==> src/rtl/rsq_pkg.sv <==
package rsq_pkg;
    typedef enum logic [1:0] {
        ST_SUPPLY_LOW = 2'd0,
        ST_HOLD       = 2'd1,
        ST_RUN        = 2'd2
    } rsq_state_e;
endpackage

==> src/rtl/rsq_glitch_filter.sv <==
module rsq_glitch_filter #(
    parameter int unsigned GLITCH_CYC = 4
) (
    input  logic clk,
    input  logic rst_n,
    input  logic level_in,
    output logic qualified
);
    localparam int unsigned CW = $clog2(GLITCH_CYC + 1);
    localparam logic [CW-1:0] RUN_MAX = CW'(GLITCH_CYC);

    logic [CW-1:0] run_q;

    // Count consecutive active samples, saturating at the glitch length.
    always_ff @(posedge clk or negedge rst_n) begin
        if (!rst_n) begin
            run_q <= '0;
        end else if (!level_in) begin
            run_q <= '0;
        end else if (run_q != RUN_MAX) begin
            run_q <= run_q + 1'b1;
        end
    end

    assign qualified = (run_q == RUN_MAX);
endmodule

==> src/rtl/rsq_hold_timer.sv <==
module rsq_hold_timer #(
    parameter int unsigned TIMEOUT_CYC = 2000
) (
    input  logic clk,
    input  logic rst_n,
    input  logic clear,
    output logic expired
);
    localparam int unsigned CW = $clog2(TIMEOUT_CYC + 1);
    localparam logic [CW-1:0] LAST = CW'(TIMEOUT_CYC - 1);

    logic [CW-1:0] cnt_q;

    always_ff @(posedge clk or negedge rst_n) begin
        if (!rst_n) begin
            cnt_q <= '0;
        end else if (clear) begin
            cnt_q <= '0;
        end else if (cnt_q != LAST) begin
            cnt_q <= cnt_q + 1'b1;
        end
    end

    assign expired = (cnt_q == LAST);
endmodule

==> src/rtl/supply_reset_sequencer.sv <==
module supply_reset_sequencer
    import rsq_pkg::*;
#(
    parameter int unsigned TIMEOUT_CYC = 2000,
    parameter int unsigned GLITCH_CYC  = 4
) (
    input  logic clk,
    input  logic rst_n,
    input  logic supply_ok,
    input  logic rst_hi_sense,
    input  logic rst_lo_sense_n,
    input  logic wdog_req,
    output logic rst_hi_drive,
    output logic rst_lo_drive,
    output logic reset_active
);
    localparam int unsigned NUM_PINS = 2;

    rsq_state_e state_q, state_d;
    logic driving;
    logic timer_clear, timer_expired;
    logic ext_cause;
    logic [NUM_PINS-1:0] pin_active, pin_masked, pin_qual;

    // Normalize both pins to "1 = active", then hide the block's own drive.
    assign pin_active = {rst_hi_sense, ~rst_lo_sense_n};
    assign pin_masked = pin_active & {NUM_PINS{~driving}};

    for (genvar p = 0; p < NUM_PINS; p++) begin : g_pin
        rsq_glitch_filter #(.GLITCH_CYC(GLITCH_CYC)) u_filt (
            .clk       (clk),
            .rst_n     (rst_n),
            .level_in  (pin_masked[p]),
            .qualified (pin_qual[p])
        );
    end

    assign ext_cause = |pin_qual;

    // Timer runs only in HOLD; a watchdog request restarts it.
    assign timer_clear = (state_q != ST_HOLD) || wdog_req;

    rsq_hold_timer #(.TIMEOUT_CYC(TIMEOUT_CYC)) u_timer (
        .clk     (clk),
        .rst_n   (rst_n),
        .clear   (timer_clear),
        .expired (timer_expired)
    );

    always_ff @(posedge clk or negedge rst_n) begin
        if (!rst_n) begin
            state_q <= ST_SUPPLY_LOW;
        end else begin
            state_q <= state_d;
        end
    end

    always_comb begin
        state_d = state_q;
        unique case (state_q)
            ST_SUPPLY_LOW: begin
                if (supply_ok) state_d = ST_HOLD;
            end
            ST_HOLD: begin
                if (!supply_ok) state_d = ST_SUPPLY_LOW;
                else if (timer_expired && !wdog_req) state_d = ST_RUN;
            end
            ST_RUN: begin
                if (!supply_ok) state_d = ST_SUPPLY_LOW;
                else if (wdog_req || ext_cause) state_d = ST_HOLD;
            end
            default: state_d = ST_SUPPLY_LOW;
        endcase
    end

    always_comb begin
        unique case (state_q)
            ST_RUN:  driving = 1'b0;
            default: driving = 1'b1;
        endcase
        rst_hi_drive = driving;
        rst_lo_drive = driving;
        reset_active = driving;
    end
endmodule

==> config.mk <==
export PLATFORM = sky130hd
export DESIGN_NAME = supply_reset_sequencer
export DESIGN_NICKNAME = d
export VERILOG_FILES = /design/src/rtl/rsq_pkg.sv /design/src/rtl/rsq_glitch_filter.sv /design/src/rtl/rsq_hold_timer.sv /design/src/rtl/supply_reset_sequencer.sv
export SDC_FILE = /design/constraint.sdc
export NUM_CORES = 1
export LEC_CHECK = 0
export ABC_CLOCK_PERIOD_IN_PS = 4500
export BUFFER_PORTS_ARGS = -buffer_cell sky130_fd_sc_hd__buf_2
export CAP_MARGIN = 10
export CORE_UTILIZATION = 61
export CTS_CLUSTER_SIZE = 30
export DETAILED_ROUTE_END_ITERATION = 12
export PLACE_DENSITY = 0.89
export REMOVE_ABC_BUFFERS = 1
export SLEW_MARGIN = 20
export SYNTH_ARGS = -nofsm -noshare
export SYNTH_HDL_FRONTEND = slang
export SYNTH_SLANG_ARGS = --single-unit
==> constraint.sdc <==
create_clock -name clk -period 4.5 [get_ports clk]
set_input_delay 0.45 -clock clk [delete_from_list [all_inputs] [get_ports clk]]
set_output_delay 0.45 -clock clk [all_outputs]
set_load 0.01 [all_outputs]
# After elaboration in Yosys (flattened, before gate mapping)
# Cells that the tools add are included.
# W data, S select, Z words.
word_totals:
  register_bits: 19
  inputBits: 6
  wordCells: 44
op_classes:
  addsub: 3
  n_eq_ne: 14
  n_mux: 13
  bitwise_logic: 2
  reduce_logical: 8
op_table:
  columns: ["cell", "count"]
  rows:
  - ["$mux W11", 2]
  - ["$mux W3", 4]
  - ["$add A11 B1 Y11 const B", 1]
  - ["$eq A11 B11 Y1 const B", 1]
  - ["$ne A11 B11 Y1 const B", 1]
  - ["$mux W2", 5]
  - ["$ne A3 B3 Y1 const B", 3]
  - ["$add A3 B1 Y3 const B", 2]
  - ["$eq A3 B3 Y1 const B", 2]
  - ["$ne A2 B1 Y1 const B", 3]
  - ["$pmux W2 S3", 1]
  - ["$ne A3 B2 Y1 const B", 1]
  - ["$reduce_and A3 Y1", 1]
  - ["$and A2 B2 Y2", 1]
  - ["$eq A2 B1 Y1 const B", 1]
  - ["$eq A2 B2 Y1 const B", 1]
  - ["$logic_not A2 Y1", 1]
  - ["$logic_or A1 B1 Y1", 2]
  - ["$ne A2 B2 Y1 const B", 1]
  - ["$reduce_bool A2 Y1", 1]
  - ["$reduce_or A2 Y1", 1]
  - ["$logic_and A1 B1 Y1", 1]
  - ["$logic_not A1 Y1", 1]
  - ["$mux W1", 1]
  - ["$not A1 Y1", 1]

# Depth between registers and ports, before layout
logic_depth:
  word_depth: 6
  mapped_depth: 5

# Modules after synthesis
# From an unflattened synthesis, not the netlist that was laid out.
hier_totals:
  hier_cells: 108
  area_unflattened_um2: 1089.8
modules_own_cells:
  columns: ["mod", "instances", "cells_each", "area_per_inst_um2"]
  rows:
  - ["rsq_hold_timer", 1, 57, 596.8]
  - ["rsq_glitch_filter", 2, 17, 171.4]
  - ["supply_reset_sequencer", 1, 17, 150.1]

# Worst setup path after synthesis
# No wires, ideal clock.
synth_path:
  path_kind: "flip-flop to flip-flop"
  startpoint: "register u_timer.cnt_q[0]"
  endpoint: "register u_timer.cnt_q[2]"
  setup_time_ps: 82
  arrival_time_ps: 1380
  path_slack_ps: 3038
  stages_incl_launch_ff: 5
  synth_period_minus_slack_ps: 1462
  path_cell_list: "dfrtp_1 -> ha_1 -> nand3_2 -> or4_4 -> a31oi_1"
synth_via:
  elab_chain_len: 3
  elab_cells_between_ends: 5
  classes_between: "add/sub: 1; eq/ne: 1; mux: 2; reduce/logical: 1"
synth_lines:
  columns: ["element", "line", "source"]
  rows:
  - ["start, declared", "rsq_hold_timer.sv:12", "logic [CW-1:0] cnt_q;"]
  - ["start signal, assigned", "rsq_hold_timer.sv:20", "cnt_q <= cnt_q + 1'b1;"]
  - ["$add A11 B1 Y11", "rsq_hold_timer.sv:20", null]
  - ["$mux W11", "rsq_hold_timer.sv:19", "end else if (cnt_q != LAST) begin"]
  - ["$mux W11", "rsq_hold_timer.sv:17", "end else if (clear) begin"]
# Parallel ways exist; a longest one is shown, timed or not. The select of a mux whose other input is x is not followed.
# A chain may end at the register's enable or synchronous reset.

# Worst setup path in the final report
layout_path:
  startpoint: "register u_timer.cnt_q[0]"
  endpoint: "register u_timer.cnt_q[3]"
# Same word-level chain as after synthesis.

==> run summary <==
=================================================================================
Standard-cell rows .................................................           14
Number of synthesized register bits ................................           19
Largest net degree at the start of global routing ..................           20
Switching power ....................................................    0.0603 mW
Diode count ........................................................            0
Clock Sinks ........................................................           19
Number of endpoints failing setup at the final stage ...............            0
Transition time at the pin with the least slew margin ..............     0.480 ns
Buffers on Ports ...................................................            8
# hold bufs at CTS .................................................            0
DRT met1 WL ........................................................       919 um
Top flip-flop cell by instance count after synthesis ...............      dfrtp_1
Maximum buffer depth of the clock tree .............................            2
Final-report max-slew violation count ..............................            0
Kind of start point of the critical path ...........................     register
Unrepaired setup endpoints after global routing ....................        false
Highest metal layer with signal wires ..............................         met4
Clock buffers created by TritonCTS .................................            3
Final weighted congestion in routability-driven placement ..........        0.786
Endpoint class of the critical path ................................     register
Share of the clock period used by the worst path ...................        36.2%
Effective utilization at floorplan .................................        67.5%
Utilization after layout ...........................................        72.1%
Cell area after synthesis .......................................... 0.00104 mm^2
Post-DR wirelength/cell ............................................      15.0 um
Register share of total power ......................................        64.2%
Proportion of synthesized chip area in sequential cells ............        45.7%
Critical path fanouts, max .........................................            5
EDFF count, synth ..................................................            0
Leakage power total ................................................     0.452 nW
Worst Path Arrival .................................................      1.85 ns
Maxcap violations ..................................................            0
Remaining routing DRC violations ...................................            0
Clock H-tree levels ................................................            1
Result of the run ..................................................    completed
Routed wire length .................................................      2000 um
DPL Wire Length ....................................................      1470 um
Resize count post-CTS ..............................................            0
Clock network fraction of total power ..............................        31.6%
Minimum clock period ...............................................      1.63 ns
DRT iter0 DRCs .....................................................           39
Maximum clock frequency ............................................      613 MHz
Die extent in x ....................................................      43.3 um
Number of instances in the synthesized netlist .....................          107
Depth of the most critical reg-to-reg path .........................            4
Routed wl met3 .....................................................        72 um
Area enclosed by the die boundary .................................. 0.00187 mm^2
Largest vdd supply drop ............................................       153 uV
Via count ..........................................................          858
Worst-case headroom to the max-slew limit ..........................        67.9%
Proportion of layout cells with a drive suffix above 1 .............        16.2%
Final net count ....................................................          129
First-pass GRT wire length .........................................      3590 um
Classification of the worst setup path ............................. register to register
CP required ........................................................      4.72 ns
Count of different cell masters after synthesis ....................           31
Total negative slack for setup checks ..............................         0 ns
Wire length on met2 ................................................       931 um
DR vias/cell .......................................................         6.45
Synthesis-to-finish area growth ....................................        6.86%
CTS tree ...........................................................         done
Count of buffers added by post-CTS timing repair for setup .........            0
Tot Pwr ............................................................     0.271 mW
CTS clk-pin slew, worst paths ......................................      0.10 ns
Post-route ant nets ................................................            0
Clock skew .........................................................   0.00124 ns
Clock tree root buffer cell ........................................     clkbuf_4
Post-synthesis async set-or-reset flop share .......................         100%
Min-Delay Path Class ............................................... input port to async pin
Antenna violations before repair ...................................            0
Combinational share of power .......................................         4.2%
Internal power component ...........................................     0.210 mW
Number of detailed-route iterations in the first pass ..............            4
Net switching share of the total power .............................        22.3%
Number of global-route vias before repair ..........................          832
Grt ovf ............................................................            0
GR Util All Layers .................................................        26.1%
Total area of multi-input combinational cells ......................     527 um^2
Fill cells .........................................................          118
Warnings, synthesis ................................................            0
Clock latency of the later-clocked register in the worst-skew pair .      0.30 ns
Floorplan die height ...............................................      43.3 um
PwrDens ............................................................  244 mW/mm^2
Register cell area after layout ....................................     475 um^2
Standard cell core area ............................................ 0.00154 mm^2
Avg Synthesized Cell Area ..........................................    9.72 um^2
Final count of hold timing violations ..............................            0
Number of top-level design ports ...................................            9
=================================================================================
[power groups by stage]
stage,Combinational [mW],Sequential (mW),Clock (mW)
2_1_floorplan,0.00448,0.176,0
6_report,0.0114,0.174,0.0856
5_1_grt,0.0131,0.174,0.0930
3_5_place_dp,0.0116,0.177,0
4_1_cts,0.0117,0.173,0.0869
3_3_place_gp,0.0111,0.177,0
[layer usage]
metal  up-vias  global-route usage [%]
met5         -                       0
met4         0                    12.7
met3        11                    4.26
met2        25                    40.3
met1       418                    35.5
li1        404                       -
[layout by cell type (no fill, tap or decap)]
cell type  count
a311oi_1       1
dfrtp_1       19
ha_1           5
or3_2          1
o2bb2ai_1      1
and4b_2        1
nor4_2         1
nand4_4        1
nand2b_1       2
nand3_2        1
or4_4          1
o31ai_1        3
nor2_1         6
o21ai_0        5
and3_1         1
or4_1          3
nand3b_1       3
nand2_1       17
and4b_1        1
inv_1          6
xnor2_1        2
nor3b_2        1
o21a_1         2
nand3_1        4
nor3_1         3
clkbuf_1       1
a31oi_1        2
clkbuf_4       3
mux2i_1        2
a21oi_1        8
buf_2          8
or2_2          1
or3_1          1
[final timing paths]
| kind | startpoint | to | slack [ns] |
|---|---|---|---|
| worst max-delay path | u_timer.cnt_q[0] | u_timer.cnt_q[3] | 2.87 |
| worst min-delay path | rst_n | g_pin[1].u_filt.run_q[1] | 0.07 |
| worst max register to register | u_timer.cnt_q[0] | u_timer.cnt_q[3] | 2.87 |
| worst min register to register | u_timer.cnt_q[10] | u_timer.cnt_q[10] | 0.56 |
| max in group asynchronous | rst_n | g_pin[0].u_filt.run_q[1] | 4.15 |
| min in group clk | supply_ok | state_q[0] | 0.39 |
[cells by family (layout without fill, tap and decap cells)]
kind of cell / Yosys count / in the layout / synth area share (%)
AOI/OAI and AO/OA: 22 / 22 / 12.8
xor gates and xnor gates: 2 / 2 / 1.69
adders and majority gates: 5 / 5 / 6.02
buffers and inverters: 8 / 18 / 3.61
DFF: 19 / 19 / 45.7
muxes: 2 / 2 / 1.93
and+or+nand+nor: 49 / 49 / 28.3
[registers in the layout (all words and copies together) (netlist names)]
register and count:
g_pin.u_filt.run_q 6, u_timer.cnt_q 11, state_q 2
[stage by stage]
step	std cells	setup WS (ns)	cell area [um^2]	hold slack, ns
final	133	2.87	1110	0.0658
after global routing	133	2.74	1110	0.0941
after global placement	129	3.00	1080	0.405
after floorplan	105	3.04	1020	0.154
after CTS	133	2.88	1110	0.0768
after detailed placement	129	2.91	1080	0.405
[critical path: stages (launching register included)]
cell	delay, ns
dfrtp_1	0.42
ha_1	0.26
nand3_2	0.14
or4_4	0.55
a31oi_1	0.18
[synth_stat cells (2+ instances only)]
cell | n | area, um^2
inv_1 | 6 | 22.5
nand2b_1 | 2 | 12.5
o31ai_1 | 3 | 22.5
nor2_1 | 6 | 22.5
buf_4 | 2 | 15.0
a31oi_1 | 2 | 12.5
nand2_1 | 17 | 63.8
nand3b_1 | 3 | 22.5
dfrtp_1 | 19 | 475
a21oi_1 | 8 | 40.0
xnor2_1 | 2 | 17.5
o21ai_0 | 5 | 25.0
or4_1 | 3 | 22.5
nor3_1 | 3 | 15.0
ha_1 | 5 | 62.6
mux2i_1 | 2 | 20.0
nand3_1 | 4 | 20.0
o21a_1 | 2 | 15.0
[layout make-up]
| type | instances | share of cell area, % |
|---|---|---|
| repair buffers | 8 | 3.60 |
| flip-flops and latches | 19 | 42.8 |
| inverters | 6 | 2.03 |
| well taps | 16 | 1.80 |
| multi-input cells | 80 | 47.4 |
| clock buffers | 4 | 2.36 |
Power figures use the tool's default switching activity.
